File: config.mk
export PLATFORM = sky130hd
export DESIGN_NAME = irq_tick_counter
export DESIGN_NICKNAME = d
export VERILOG_FILES = /design/src/rtl/irqc_pkg.sv /design/src/rtl/irqc_regs.sv /design/src/rtl/irqc_prescaler.sv /design/src/rtl/irqc_counter.sv /design/src/rtl/irq_tick_counter.sv
export SDC_FILE = /design/constraint.sdc
export NUM_CORES = 1
export LEC_CHECK = 0
export ABC_AREA = 1
export CAP_MARGIN = 20
export CORE_MARGIN = 2
export CORE_UTILIZATION = 55
export CTS_CLUSTER_SIZE = 25
export DETAILED_ROUTE_END_ITERATION = 10
export GPL_TIMING_DRIVEN = 0
export PLACE_DENSITY = 0.78
export SYNTH_ARGS = -nofsm -noshare
export SYNTH_HDL_FRONTEND = slang
export SYNTH_SLANG_ARGS = --single-unit
export TNS_END_PERCENT = 5
File: constraint.sdc
create_clock -name clk -period 3.2 [get_ports clk]
set_clock_uncertainty 0.1 [all_clocks]
set_input_delay 0.48 -clock clk [delete_from_list [all_inputs] [get_ports clk]]
set_output_delay 0.48 -clock clk [all_outputs]
set_load 0.1 [all_outputs]
File: src/rtl/irqc_pkg.sv
// Package: shared mode-register layout for the prescaled IRQ counter.
// Assumes: software writes the mode bits on data[2:0] in the order below.
package irqc_pkg;

    // Bit positions of the mode register as seen on the write data bus.
    localparam int RPT_BIT = 0;
    localparam int EN_BIT  = 1;
    localparam int CYC_BIT = 2;
    localparam int MODE_W  = 3;

    // Stored mode: cyc is bit 2, en is bit 1, rpt is bit 0.
    typedef struct packed {
        logic cyc;   // 1: count every CPU cycle, 0: count scanlines
        logic en;    // counter running
        logic rpt;   // value copied into en by an acknowledge
    } mode_t;

endpackage

File: src/rtl/irqc_regs.sv
// Module: irqc_regs
// Holds the reload latch (filled one nibble at a time) and the mode register.
// Also applies the acknowledge-time copy of repeat into enable.
// Assumes: CNT_W is even, and at most one strobe is active per cycle.
module irqc_regs
    import irqc_pkg::*;
#(
    parameter int CNT_W        = 8,
    parameter bit HONOR_REPEAT = 1'b1
) (
    input  logic                  clk,
    input  logic                  rst_n,
    input  logic                  wr_lo,
    input  logic                  wr_hi,
    input  logic                  wr_mode,
    input  logic                  wr_ack,
    input  logic [CNT_W/2-1:0]    wr_data,
    output logic [CNT_W-1:0]      latch_q,
    output mode_t                 mode_q
);
    localparam int HALF = CNT_W / 2;

    logic ack_en;

    // Enable value taken on an acknowledge: the repeat bit, or unchanged.
    generate
        if (HONOR_REPEAT) begin : g_repeat
            assign ack_en = mode_q.rpt;
        end else begin : g_no_repeat
            assign ack_en = mode_q.en;
        end
    endgenerate

    // Latch nibble writes.
    always_ff @(posedge clk) begin
        if (!rst_n) begin
            latch_q <= '0;
        end else if (wr_lo) begin
            latch_q[HALF-1:0] <= wr_data;
        end else if (wr_hi) begin
            latch_q[CNT_W-1:HALF] <= wr_data;
        end
    end

    // Mode register: a full write, or an acknowledge update of the enable bit.
    always_ff @(posedge clk) begin
        if (!rst_n) begin
            mode_q <= '0;
        end else if (wr_mode) begin
            mode_q <= mode_t'(wr_data[MODE_W-1:0]);
        end else if (wr_ack) begin
            mode_q.en <= ack_en;
        end
    end

endmodule

File: src/rtl/irqc_prescaler.sv
// Module: irqc_prescaler
// Signed pixel-clock budget for one scanline. Each step spends DOTS_PER_TICK.
// When the budget drops to zero or below, it is refilled by LINE_DOTS and
// one fire pulse is produced.
// Assumes: PRE_W is wide enough to hold LINE_DOTS as a positive signed value.
module irqc_prescaler #(
    parameter int PRE_W         = 10,
    parameter int LINE_DOTS     = 341,
    parameter int DOTS_PER_TICK = 3
) (
    input  logic                    clk,
    input  logic                    rst_n,
    input  logic                    load,
    input  logic                    step,
    output logic                    fire,
    output logic signed [PRE_W-1:0] pre_q
);
    localparam logic signed [PRE_W-1:0] LINE_S = PRE_W'(LINE_DOTS);
    localparam logic signed [PRE_W-1:0] TICK_S = PRE_W'(DOTS_PER_TICK);

    logic signed [PRE_W-1:0] spent;

    // Budget left after this tick, and whether it is exhausted.
    always_comb begin
        spent = pre_q - TICK_S;
        fire  = step && (spent <= 0);
    end

    // Budget register: reload on a mode write, otherwise spend and refill.
    always_ff @(posedge clk) begin
        if (!rst_n) begin
            pre_q <= '0;
        end else if (load) begin
            pre_q <= LINE_S;
        end else if (step) begin
            pre_q <= fire ? spent + LINE_S : spent;
        end
    end

endmodule

File: src/rtl/irqc_counter.sv
// Module: irqc_counter
// Up-counter that reloads from the latch when it wraps past all-ones.
// Assumes: load and step are never both needed in one cycle; load wins.
module irqc_counter #(
    parameter int CNT_W = 8
) (
    input  logic             clk,
    input  logic             rst_n,
    input  logic             load,
    input  logic             step,
    input  logic [CNT_W-1:0] latch,
    output logic             wrap,
    output logic [CNT_W-1:0] cnt_q
);
    // Wrap detection: a step taken from the all-ones value.
    always_comb begin
        wrap = step && !load && (cnt_q == {CNT_W{1'b1}});
    end

    // Count register: load, reload on wrap, or increment.
    always_ff @(posedge clk) begin
        if (!rst_n) begin
            cnt_q <= '0;
        end else if (load || wrap) begin
            cnt_q <= latch;
        end else if (step) begin
            cnt_q <= cnt_q + 1'b1;
        end
    end

endmodule

File: src/rtl/irq_tick_counter.sv
// Module: irq_tick_counter (top)
// Prescaled interrupt counter. Ticks advance the counter directly (cycle
// mode) or through the scanline prescaler. A wrap raises a sticky IRQ.
// Assumes: cpu_tick is a one-cycle pulse; a tick that coincides with a mode
// write is dropped; a wrap in the same cycle as an acknowledge keeps IRQ high.
module irq_tick_counter
    import irqc_pkg::*;
#(
    parameter int CNT_W         = 8,
    parameter int DATA_W        = 8,
    parameter int PRE_W         = 10,
    parameter int LINE_DOTS     = 341,
    parameter int DOTS_PER_TICK = 3,
    parameter bit HONOR_REPEAT  = 1'b1
) (
    input  logic              clk,
    input  logic              rst_n,
    input  logic              cpu_tick,
    input  logic              wr_lo,
    input  logic              wr_hi,
    input  logic              wr_mode,
    input  logic              wr_ack,
    input  logic [DATA_W-1:0] wr_data,
    output logic              irq
);
    localparam int HALF = CNT_W / 2;

    logic [CNT_W-1:0]        latch_q;
    logic [CNT_W-1:0]        cnt_q;
    logic signed [PRE_W-1:0] pre_q;
    mode_t                   mode_q;
    logic                    load, run, pre_step, pre_fire, cnt_step, wrap;
    logic [DATA_W-HALF-1:0]  unused_data_hi;

    assign unused_data_hi = wr_data[DATA_W-1:HALF];

    // Decode the count enables from the stored mode and the incoming tick.
    always_comb begin
        load     = wr_mode && wr_data[EN_BIT];
        run      = cpu_tick && !wr_mode && mode_q.en;
        pre_step = run && !mode_q.cyc;
        cnt_step = run && (mode_q.cyc || pre_fire);
    end

    irqc_regs #(
        .CNT_W        (CNT_W),
        .HONOR_REPEAT (HONOR_REPEAT)
    ) u_regs (
        .clk     (clk),
        .rst_n   (rst_n),
        .wr_lo   (wr_lo),
        .wr_hi   (wr_hi),
        .wr_mode (wr_mode),
        .wr_ack  (wr_ack),
        .wr_data (wr_data[HALF-1:0]),
        .latch_q (latch_q),
        .mode_q  (mode_q)
    );

    irqc_prescaler #(
        .PRE_W         (PRE_W),
        .LINE_DOTS     (LINE_DOTS),
        .DOTS_PER_TICK (DOTS_PER_TICK)
    ) u_pre (
        .clk   (clk),
        .rst_n (rst_n),
        .load  (load),
        .step  (pre_step),
        .fire  (pre_fire),
        .pre_q (pre_q)
    );

    irqc_counter #(
        .CNT_W (CNT_W)
    ) u_cnt (
        .clk   (clk),
        .rst_n (rst_n),
        .load  (load),
        .step  (cnt_step),
        .latch (latch_q),
        .wrap  (wrap),
        .cnt_q (cnt_q)
    );

    // Sticky interrupt: set on wrap, cleared by a mode or acknowledge write.
    always_ff @(posedge clk) begin
        if (!rst_n) begin
            irq <= 1'b0;
        end else if (wrap) begin
            irq <= 1'b1;
        end else if (wr_mode || wr_ack) begin
            irq <= 1'b0;
        end
    end

endmodule

==> results of run 1 <==
[per-stage QoR]
| step | hold slack [ps] | instance area, um^2 | cells | util, % |
|---|---|---|---|---|
| 2_1_floorplan | 341 | 1910 | 296 | - |
| 3_3_place_gp | 356 | 2060 | 352 | 61.9 |
| 3_5_place_dp | 357 | 2060 | 352 | 61.9 |
| 4_1_cts | 373 | 2140 | 360 | 64.1 |
| 5_1_grt | 389 | 2140 | 360 | 64.1 |
| 6_report | 368 | 2140 | 360 | 64.1 |
[cells by family after synthesis]
group / Yosys count / share of synthesized area (%)
xor+xnor: 8 / 3.67
simple gates: 142 / 35.4
compound gates: 54 / 14.6
buf+inv: 58 / 12.2
fa+ha+maj: 4 / 2.62
flops: 30 / 31.5
[cell usage after synthesis]
library cell / count
a21oi_1: 20
a21oi_2: 1
a31oi_1: 1
buf_1: 1
buf_6: 2
clkbuf_1: 3
dfxtp_1: 30
ha_1: 4
inv_1: 49
inv_2: 3
nand2_1: 55
nand2_2: 5
nand2_4: 3
nand3_1: 34
nand3_4: 2
nand4_1: 5
nor2_1: 31
nor2_2: 3
nor2_4: 1
nor3_1: 2
nor3_2: 1
o21ai_0: 24
o21ai_1: 7
o21ai_2: 1
xnor2_1: 2
xor2_1: 6
[power by group through the flow]
| stage | sequential (uW) | combinational [uW] | clock (uW) |
|---|---|---|---|
| final | 417 | 205 | 301 |
| after global routing | 419 | 241 | 321 |
| after CTS | 416 | 204 | 308 |
| after detailed placement | 424 | 203 | 0 |
| after global placement | 424 | 199 | 0 |
| after floorplan | 419 | 161 | 0 |
[path summary, 6_finish.rpt]
path                                 endpoint                         from  slack, ps
hold / removal    u_pre.pre_q[9]$_SDFFE_PP0P_  u_pre.pre_q[9]$_SDFFE_PP0P_        370
setup / recovery                          irq             irq$_SDFFE_PN0P_        820
setup reg to reg  u_cnt.cnt_q[3]$_SDFFE_PN0P_  u_pre.pre_q[2]$_SDFFE_PN0P_        880
hold reg to reg   u_pre.pre_q[9]$_SDFFE_PP0P_  u_pre.pre_q[9]$_SDFFE_PP0P_        370
[layout make-up]
class                   instances  area (um^2)
plain buffers                   6         37.5
repair buffers                 10          100
multi-input cells             208         1070
fillers                       324         1200
inverters                      52          195
clock buffers                   7         45.0
clock inverters                 1         30.0
flip-flops and latches         30          601
well taps                      46         57.6
[routing by layer]
| layer | vias to the layer above | part of all wire, % | global-route usage, % |
|---|---|---|---|
| li1 | 979 | - | - |
| met4 | 0 | 1.0 | 7.22 |
| met2 | 52 | 45 | 39.1 |
| met5 | - | 0 | 0 |
| met1 | 801 | 48 | 29.5 |
| met3 | 4 | 5.4 | 5.41 |
[registers in the layout (all words and copies together) (netlist names)]
register        count
u_regs.ack_en       1
u_regs.latch_q      8
u_pre.pre_q        10
u_cnt.cnt_q         8
u_regs.mode_q       2
irq                 1
==> results by group, run 1 <==
Outcome
  • Status: completed

Min path
  • Worst min path class: flip-flop to flip-flop
  • WHS Path Cells: 2

Critical path
  • Worst Path Buf+Inv: 1
  • Max incr delay on CP: 1140 ps
  • Reg2reg path depth: 15
  • Critical path peak fanout: 2
  • Crit path DAT: 1800 ps
  • Crit path capture type: output pin
  • Critical path type: flip-flop to output pin
  • Cell depth of the worst setup path: 1
  • Crit start category: flip-flop
  • CP cell instances: clkdlybuf4s50_1
  • Kind of cell adding the most delay to the critical path: buffers and inverters
  • Slowest CP cell: clkdlybuf4s50_1
  • Required @ worst endpoint: 2620 ps

Routing
  • DRT Pass-1 Iters: 4
  • Via density: 5.10
  • Routed WL per cell: 11.4 um
  • Via count: 1836
  • Post-route antenna net violation count: 0
  • DRT iter0 DRCs: 107
  • DRC viols: 0
  • WL final: slightly above 4000 um

Logic synthesis
  • Flops & latches, synth: 30
  • Synth Warn #: 0
  • Post-synthesis sequential area ratio: 31.5%
  • Average cell area after synthesis: 6.44 um^2
  • Syn Std Cell Area: between 1500 and 2000 um^2
  • Post-synth top area share: 31.5%
  • Synth top area cells: dfxtp_1 (31%), nand2_1 (11%), inv_1 (9.6%)
  • Netlist cell types: 26
  • Area leader, netlist: dfxtp_1
  • Post-synthesis cell count: 296
  • Syn nets: 315

Global routing
  • Initial antenna violation count: 0
  • Gr usage total: 23.3%
  • First-pass GRT wire length: 7450 um
  • Pin count of the biggest net entering global routing: 11
  • Vias in the first global route: around 1700
  • Grt ovf: 0

Die
  • Die height: 62.9 um
  • Core ar.: 3340 um^2
  • Die area: between 3000 and 4000 um^2
  • Initial Util: a little under three fifths
  • Row count: 21
  • Chip Width: ~63 um
  • IO Count: 16

CTS
  • Number of hold buffers added after cts: 0
  • Resize count post-CTS: 0
  • Clock transition at path regs: 100 ps
  • Root Driver: clkbuf_4
  • Clk Latency, worst-skew pair: 330 ps
  • Htree depth: 2
  • Clock Tree Buf Depth: 2
  • Post-CTS Setup Bufs: 0
  • Number of buffers created by CTS: 5
  • Clock Sinks: 30
  • CTS tree: built

Power and ir drop
  • Clk pwr share: 32.6%
  • Power per cell area: 431 nW/um^2
  • Net Switching: about 280 uW
  • Internal power: 639 uW
  • Sw Share: 30.7%
  • Max VDD drop: between 0.0003 and 0.0004 V
  • P_leak: 0.00105 uW
  • Sequential power share: 45.2%
  • Power, Total: 922 uW
  • Logic pwr share: 22.2%

Place
  • Worst slack at placement: 867 ps
  • GP Congestion: 0.860
  • DP Wirelength: ~3100 um
  • Input/output buffers: 10

Final layout
  • N_diodes: 0
  • NumNets Final: 332
  • Layout cell share with drive strength beyond 1: around 9%
  • Most common cell after layout, fill and taps aside: nand2_1
  • Most frequent cells in the layout: nand2_1 (55), inv_1 (49), nand3_1 (34)
  • Synth-to-Final Area Change: 12.2%

Timing
  • RSZ-0062 raised after global routing: false
  • Fin. max-slew vios: 0
  • # setup viols final: 0
  • Final Cycle Share: 74.4%
  • Final hold vios: 0
  • Rel. slew slack: 35.0%
  • Max Clock Freq: 0.420 GHz
  • Worst-margin pin slew: 973 ps
  • Final WS setup: 819 ps
  • Crit path time final: approximately 2400 ps
  • TNS Setup: 0 ps

Flow run
  • MaxCap Viol Count: 0
Power figures use the tool's default switching activity.
==> run 2, diff against run 1 <==
- CORE_UTILIZATION: 55 -> 52
- clock period: 3.2 -> 1.9 ns (I/O delays scaled with it)
==> run 2 against run 1 <==
The run now ends with negative setup slack left. Critical path type is now flip-flop to flip-flop. Largest power group unchanged. Sequential power rose by 68%. Design area rose by 5.8%. Total power rose by 64%. Count of clock-buffer cells in the layout shrank 1. Combinational power increased by 91%. Non-clock buffer count rose by 6. Setup slack worse by 930 ps. Final cell count rose by 1.7%. Sequential cell count stayed put. Global-route usage about the same. Via count grew 3.3%. Critical endpoint is now u_cnt.cnt_q[2]$_SDFFE_PN0P_.
==> results by group, run 2 (synthesis results as in run 1) <==
Power and ir drop
  • Sequential power share: a little under half
  • Net Switching: 513 uW
  • Clk pwr share: ~28%
  • Sw Share: 33.9%
  • Logic pwr share: 25.9%
  • P_leak: 0.00110 uW
  • Max VDD drop: 0.000436 V
  • Internal power: 1000 uW
  • Power per cell area: 669 nW/um^2

Place
  • DP Wirelength: 3080 um
  • GP Congestion: 0.862
  • Worst slack at placement: -207 ps
  • DP Area: 2100 um^2
  • Input/output buffers: 10

Routing
  • Routed WL per cell: 11.6 um
  • WL final: 4240 um
  • Via count: between 1500 and 2000
  • DRC viols: 0
  • Post-route antenna net violation count: 0
  • DRT iter0 DRCs: 122
  • Via density: about 5.2
  • DRT Pass-1 Iters: 4

CTS
  • Clk Latency, worst-skew pair: 350 ps
  • Clock transition at path regs: 100 ps
  • Number of hold buffers added after cts: 0
  • Clock Tree Buf Depth: 2
  • CTS tree: built
  • Htree depth: 2
  • Number of buffers created by CTS: 5
  • Root Driver: clkbuf_4
  • Clock Sinks: 30

Critical path
  • R2r endpoint: u_cnt.cnt_q[2]$_SDFFE_PN0P_
  • Critical path type: flip-flop to flip-flop
  • Crit path capture type: flip-flop
  • Critical Path End: u_cnt.cnt_q[2]$_SDFFE_PN0P_
  • Crit start category: flip-flop
  • Critical register-to-register path startpoint: u_pre.pre_q[2]$_SDFFE_PN0P_
  • Required @ worst endpoint: 2050 ps
  • Crit path DAT: 2160 ps
  • Crit. Startpoint: u_pre.pre_q[2]$_SDFFE_PN0P_
  • R2r setup slk: -120 ps
  • Critical path peak fanout: 8
  • Reg2reg path depth: 16

Global routing
  • Gr usage total: 23.3%
  • Grt ovf: 0
  • Pin count of the biggest net entering global routing: 11
  • Vias in the first global route: 1723
  • First-pass GRT wire length: around 7500 um
  • Initial antenna violation count: 0

Final layout
  • N_diodes: 0
  • Most common cell after layout, fill and taps aside: nand2_1
  • Area of the multi-input gates: 1140 um^2
  • Max FFs per register: 10
  • NumNets Final: roughly 340
  • Layout cell share with drive strength beyond 1: 15.6%
  • Register Area: 612 um^2
  • Most frequent cells in the layout: nand2_1 (52), inv_1 (48), nand3_1 (33)
  • Fin area: around 2300 um^2
  • Synth-to-Final Area Change: 18.7%
  • Largest regs: u_pre.pre_q x10, u_cnt.cnt_q x8, u_regs.latch_q x8
  • Reg with most FFs: u_pre.pre_q
  • Fillcell total: approximately 310

Timing
  • # setup viols final: 12
  • Worst-margin pin slew: roughly 540 ps
  • Final WS setup: -115 ps
  • Rel. slew slack: 64.0%
  • Max Clock Freq: around 0.50 GHz
  • Worst hold slack: 278 ps
  • Fin. max-slew vios: 0
  • Final Cycle Share: 106%
  • Crit path time final: 2020 ps
  • TNS Setup: -703 ps
  • Final hold vios: 0
  • RSZ-0062 raised after global routing: true

Die
  • Die area: 4170 um^2
  • Chip Width: about 65 um
  • Die height: 64.6 um
  • Initial Util: 55.8%
  • Row count: 21
  • IO Count: 16
  • Core ar.: 3420 um^2

Flow run
  • MaxCap Viol Count: 0

Min path
  • Worst min path class: input pin to flip-flop
  • WHS Path Cells: 3

Outcome
  • Status: finished with violations
  • Failing checks: negative setup slack
[run 2: worst min path at each step]
stage | endpoint | from | slack [ps]
4_1_cts | u_regs.latch_q[3]$_SDFFE_PN0P_ | rst_n | 280
5_1_grt | u_regs.latch_q[3]$_SDFFE_PN0P_ | rst_n | 320
2_1_floorplan | u_regs.latch_q[0]$_SDFFE_PN0P_ | wr_data[0] | 320
6_report | u_regs.latch_q[3]$_SDFFE_PN0P_ | rst_n | 280
3_5_place_dp | u_pre.pre_q[9]$_SDFFE_PP0P_ | u_pre.pre_q[9]$_SDFFE_PP0P_ | 360
3_3_place_gp | u_pre.pre_q[9]$_SDFFE_PP0P_ | u_pre.pre_q[9]$_SDFFE_PP0P_ | 360
[run 2: repair_timing]
item	CTS	global route
pin swaps	11	5
gates cloned	1	0
setup endpoints to repair	20	19
gates resized for setup	18	9
buffers inserted	3	2
[run 2: power groups by stage]
| stage | combinational, uW | clock (uW) | sequential (uW) |
|---|---|---|---|
| floorplan | 274 | 0 | 707 |
| global placement | 339 | 0 | 715 |
| detailed placement | 345 | 0 | 716 |
| CTS | 373 | 429 | 699 |
| global route | 451 | 453 | 706 |
| finish | 392 | 422 | 700 |
[run 2: metrics by stage]
stage | util [%] | instances | total power (uW)
final | 66.3 | 366 | 1510
after global routing | 66.3 | 366 | 1610
after CTS | 65.4 | 364 | 1500
after detailed placement | 61.4 | 352 | 1060
after global placement | 61.4 | 352 | 1050
after floorplan | - | 296 | 980
[run 2: layout make-up]
| type | instances | area share [%] |
|---|---|---|
| Buffer | 6 | 1.66 |
| Clock buffer | 6 | 2.27 |
| Clock inverter | 2 | 0.553 |
| Inverter | 52 | 8.96 |
| Multi-Input combinational cell | 208 | 50.4 |
| Sequential cell | 30 | 27.0 |
| Tap cell | 46 | 2.54 |
| Timing Repair Buffer | 16 | 6.63 |
[run 2: per-layer routing]
layer  GRT usage, %  share of wire, %
met1           31.9                49
met2           35.2                43
met3           5.56               6.5
met4           9.57               1.7
met5              0                 0
[run 2: worst max-delay path, stage by stage (launching register included)]
cell and delay [ps]:
dfxtp_4 390, inv_6 30, ha_4 150, nand2_4 80, nand2_4 60, nor2_4 90, nand3_2 90, xor2_2 180
inv_2 110, nand3_4 110, nand2_4 100, nand2_8 70, buf_6 140, o21ai_2 90, inv_1 40, nand2_1 50
inv_1 30
==> run 3, diff against run 2 <==
--- a/constraint.sdc
+++ b/constraint.sdc
@@ -3,3 +3,3 @@
 set_input_delay 0.285 -clock clk [delete_from_list [all_inputs] [get_ports clk]]
 set_output_delay 0.285 -clock clk [all_outputs]
-set_load 0.1 [all_outputs]
+set_load 0.02 [all_outputs]
==> run 3 against run 2 <==
The flow still finishes with violations (negative setup slack). Total power barely moved. Register-to-register slack barely moved. Setup slack barely moved. Via count fell by 0.11%. Sequential cell count did not move. Largest cell class unchanged. Highest routed layer unchanged.
==> results by group, run 3 (synthesis results as in run 1) <==
Outcome
  • Status: finished with violations
  • Failing checks: negative setup slack

Final layout
  • Layout Cells excl Fill: 366
  • Max FFs per register: 10
  • Most frequent cells in the layout: nand2_1 (52), inv_1 (48), nand3_1 (33)
  • Largest regs: u_pre.pre_q x10, u_cnt.cnt_q x8, u_regs.latch_q x8
  • Fin area: 2260 um^2
  • Reg with most FFs: u_pre.pre_q
  • NumNets Final: about 340
  • Area of the multi-input gates: 1140 um^2
  • Layout cell share with drive strength beyond 1: 15.3%
  • Most common cell after layout, fill and taps aside: nand2_1
  • Fillcell total: 314
  • Register Area: 612 um^2
  • Synth-to-Final Area Change: 18.6%
  • Final core occ: between 60% and 70%
  • N_diodes: 0

Place
  • DP Area: 2100 um^2
  • Inst Count DP: 352
  • GP Congestion: 0.862
  • Input/output buffers: 10
  • DP Wirelength: 3080 um

CTS
  • Clock transition at path regs: 100 ps
  • CTS tree: built
  • Clk Latency, worst-skew pair: ~350 ps
  • Clock Tree Buf Depth: 2
  • Clock Sinks: 30
  • Number of buffers created by CTS: 5
  • Htree depth: 2
  • Number of hold buffers added after cts: 0
  • Root Driver: clkbuf_4

Power and ir drop
  • Power per cell area: 669 nW/um^2
  • P_leak: approximately 0.0011 uW
  • Max VDD drop: 0.000436 V

Critical path
  • CP cell instances: inv_6 -> ha_4 -> nand2_4 -> nand2_4 -> nor2_4 -> nand3_2 -> xor2_2 -> inv_2 -> nand3_4 -> nand2_4 -> nand2_8 -> buf_6 -> o21ai_2 -> inv_1 -> nand2_1 -> inv_1
  • Slowest CP cell: dfxtp_4
  • Most used cell, CP: nand2_4
  • Crit start category: flip-flop
  • R2r setup slk: -120 ps
  • Critical register-to-register path startpoint: u_pre.pre_q[2]$_SDFFE_PN0P_
  • Crit path capture type: flip-flop
  • Critical path type: flip-flop to flip-flop
  • Worst Path Buf+Inv: 5
  • Critical path peak fanout: 8
  • Max incr delay on CP: 390 ps
  • Kind of cell adding the most delay to the critical path: simple AND/OR/NAND/NOR gates
  • Reg2reg path depth: 16
  • Crit path DAT: 2160 ps
  • Required @ worst endpoint: 2050 ps
  • R2r endpoint: u_cnt.cnt_q[2]$_SDFFE_PN0P_

Timing
  • Fin. max-slew vios: 0
  • Crit path time final: 2020 ps
  • TNS Setup: -703 ps
  • Final hold vios: 0
  • Final WS setup: -115 ps
  • Worst-margin pin slew: 483 ps
  • RSZ-0062 raised after global routing: true
  • Worst hold slack: between 200 and 300 ps
  • # setup viols final: 12
  • Max Clock Freq: 0.496 GHz
  • Rel. slew slack: between 60% and 70%
  • Final Cycle Share: 106%

Routing
  • DRC viols: 0
  • Via count: 1894
  • Post-route antenna net violation count: 0
  • DRT iter0 DRCs: 122
  • Via density: between 5 and 6
  • Routed WL per cell: roughly 12 um
  • WL final: 4240 um
  • DRT Pass-1 Iters: 4

Die
  • Die height: 64.6 um
  • Core ar.: between 3000 and 4000 um^2
  • Chip Width: 64.6 um
  • Row count: 21
  • Die area: 4170 um^2
  • Initial Util: between 50% and 60%
  • IO Count: 16

Global routing
  • Vias in the first global route: roughly 1700
  • Initial antenna violation count: 0
  • Pin count of the biggest net entering global routing: 11
  • First-pass GRT wire length: 7510 um
  • Gr usage total: between 20% and 30%
  • Grt ovf: 0

Min path
  • Worst Hold End: u_regs.latch_q[3]$_SDFFE_PN0P_
  • Worst min path class: input pin to flip-flop
  • Worst Min Path Start: rst_n
  • WHS Path Cells: 3

Flow run
  • MaxCap Viol Count: 0
[run 3: cell types whose count changed in the layout (fill, tap and decap cells not counted), sizes merged]
cell / before / now
clkdlybuf4s50: 9 / 10
clkdlybuf4s15: 1 / 0
[run 3: cell type report]
type,instances,area share [%]
multi-input combinational,208,50.4
sequential,30,27.0
inverter,52,8.96
buffer,6,1.66
tap,46,2.54
timing repair buffer,16,6.58
clock inverter,2,0.553
clock buffer,6,2.27
[run 3: where the power goes]
group          total (uW)  internal (uW)  switching, uW
sequential            700            665           35.2
clock                 422            178            245
combinational         391            158            233
total                1510           1000            513
[run 3: worst max-delay path by stage]
stage	end	depth (start not counted)	from	slack, ps
final	u_cnt.cnt_q[2]$_SDFFE_PN0P_	16	u_pre.pre_q[2]$_SDFFE_PN0P_	-120
after global placement	u_pre.pre_q[3]$_SDFFE_PP0P_	8	wr_mode	-190
after detailed placement	u_cnt.cnt_q[3]$_SDFFE_PN0P_	15	u_pre.pre_q[2]$_SDFFE_PN0P_	-210
after CTS	u_cnt.cnt_q[2]$_SDFFE_PN0P_	16	u_pre.pre_q[2]$_SDFFE_PN0P_	-140
after floorplan	u_cnt.cnt_q[2]$_SDFFE_PN0P_	16	u_pre.pre_q[2]$_SDFFE_PN0P_	-20
after global routing	u_cnt.cnt_q[2]$_SDFFE_PN0P_	16	u_pre.pre_q[2]$_SDFFE_PN0P_	-290
[run 3: through the flow]
stage               worst slack (ps)  power [uW]
global route                    -293        1610
global placement                -187        1050
detailed placement              -207        1060
floorplan                      -20.3         980
finish                          -115        1510
CTS                             -139        1500
[run 3: per-layer routing]
metal	up-vias	share of wire (%)	global-route usage, %
met3	6	6.4	5.56
met1	843	49	31.9
met5	-	0	0
li1	993	-	-
met4	0	1.7	9.57
met2	52	43	35.2
[run 3: timing repair]
| item | CTS | global route |
|---|---|---|
| setup buffers | 3 | 2 |
| gates cloned | 1 | 0 |
| resized for setup | 15 | 9 |
| endpoints found under the setup margin | 19 | 19 |
| pin swaps | 11 | 5 |
[run 3: tightest hold or removal path: stages]
cell and delay [ps]:
clkbuf_1 210, o21ai_0 140, a21oi_1 50
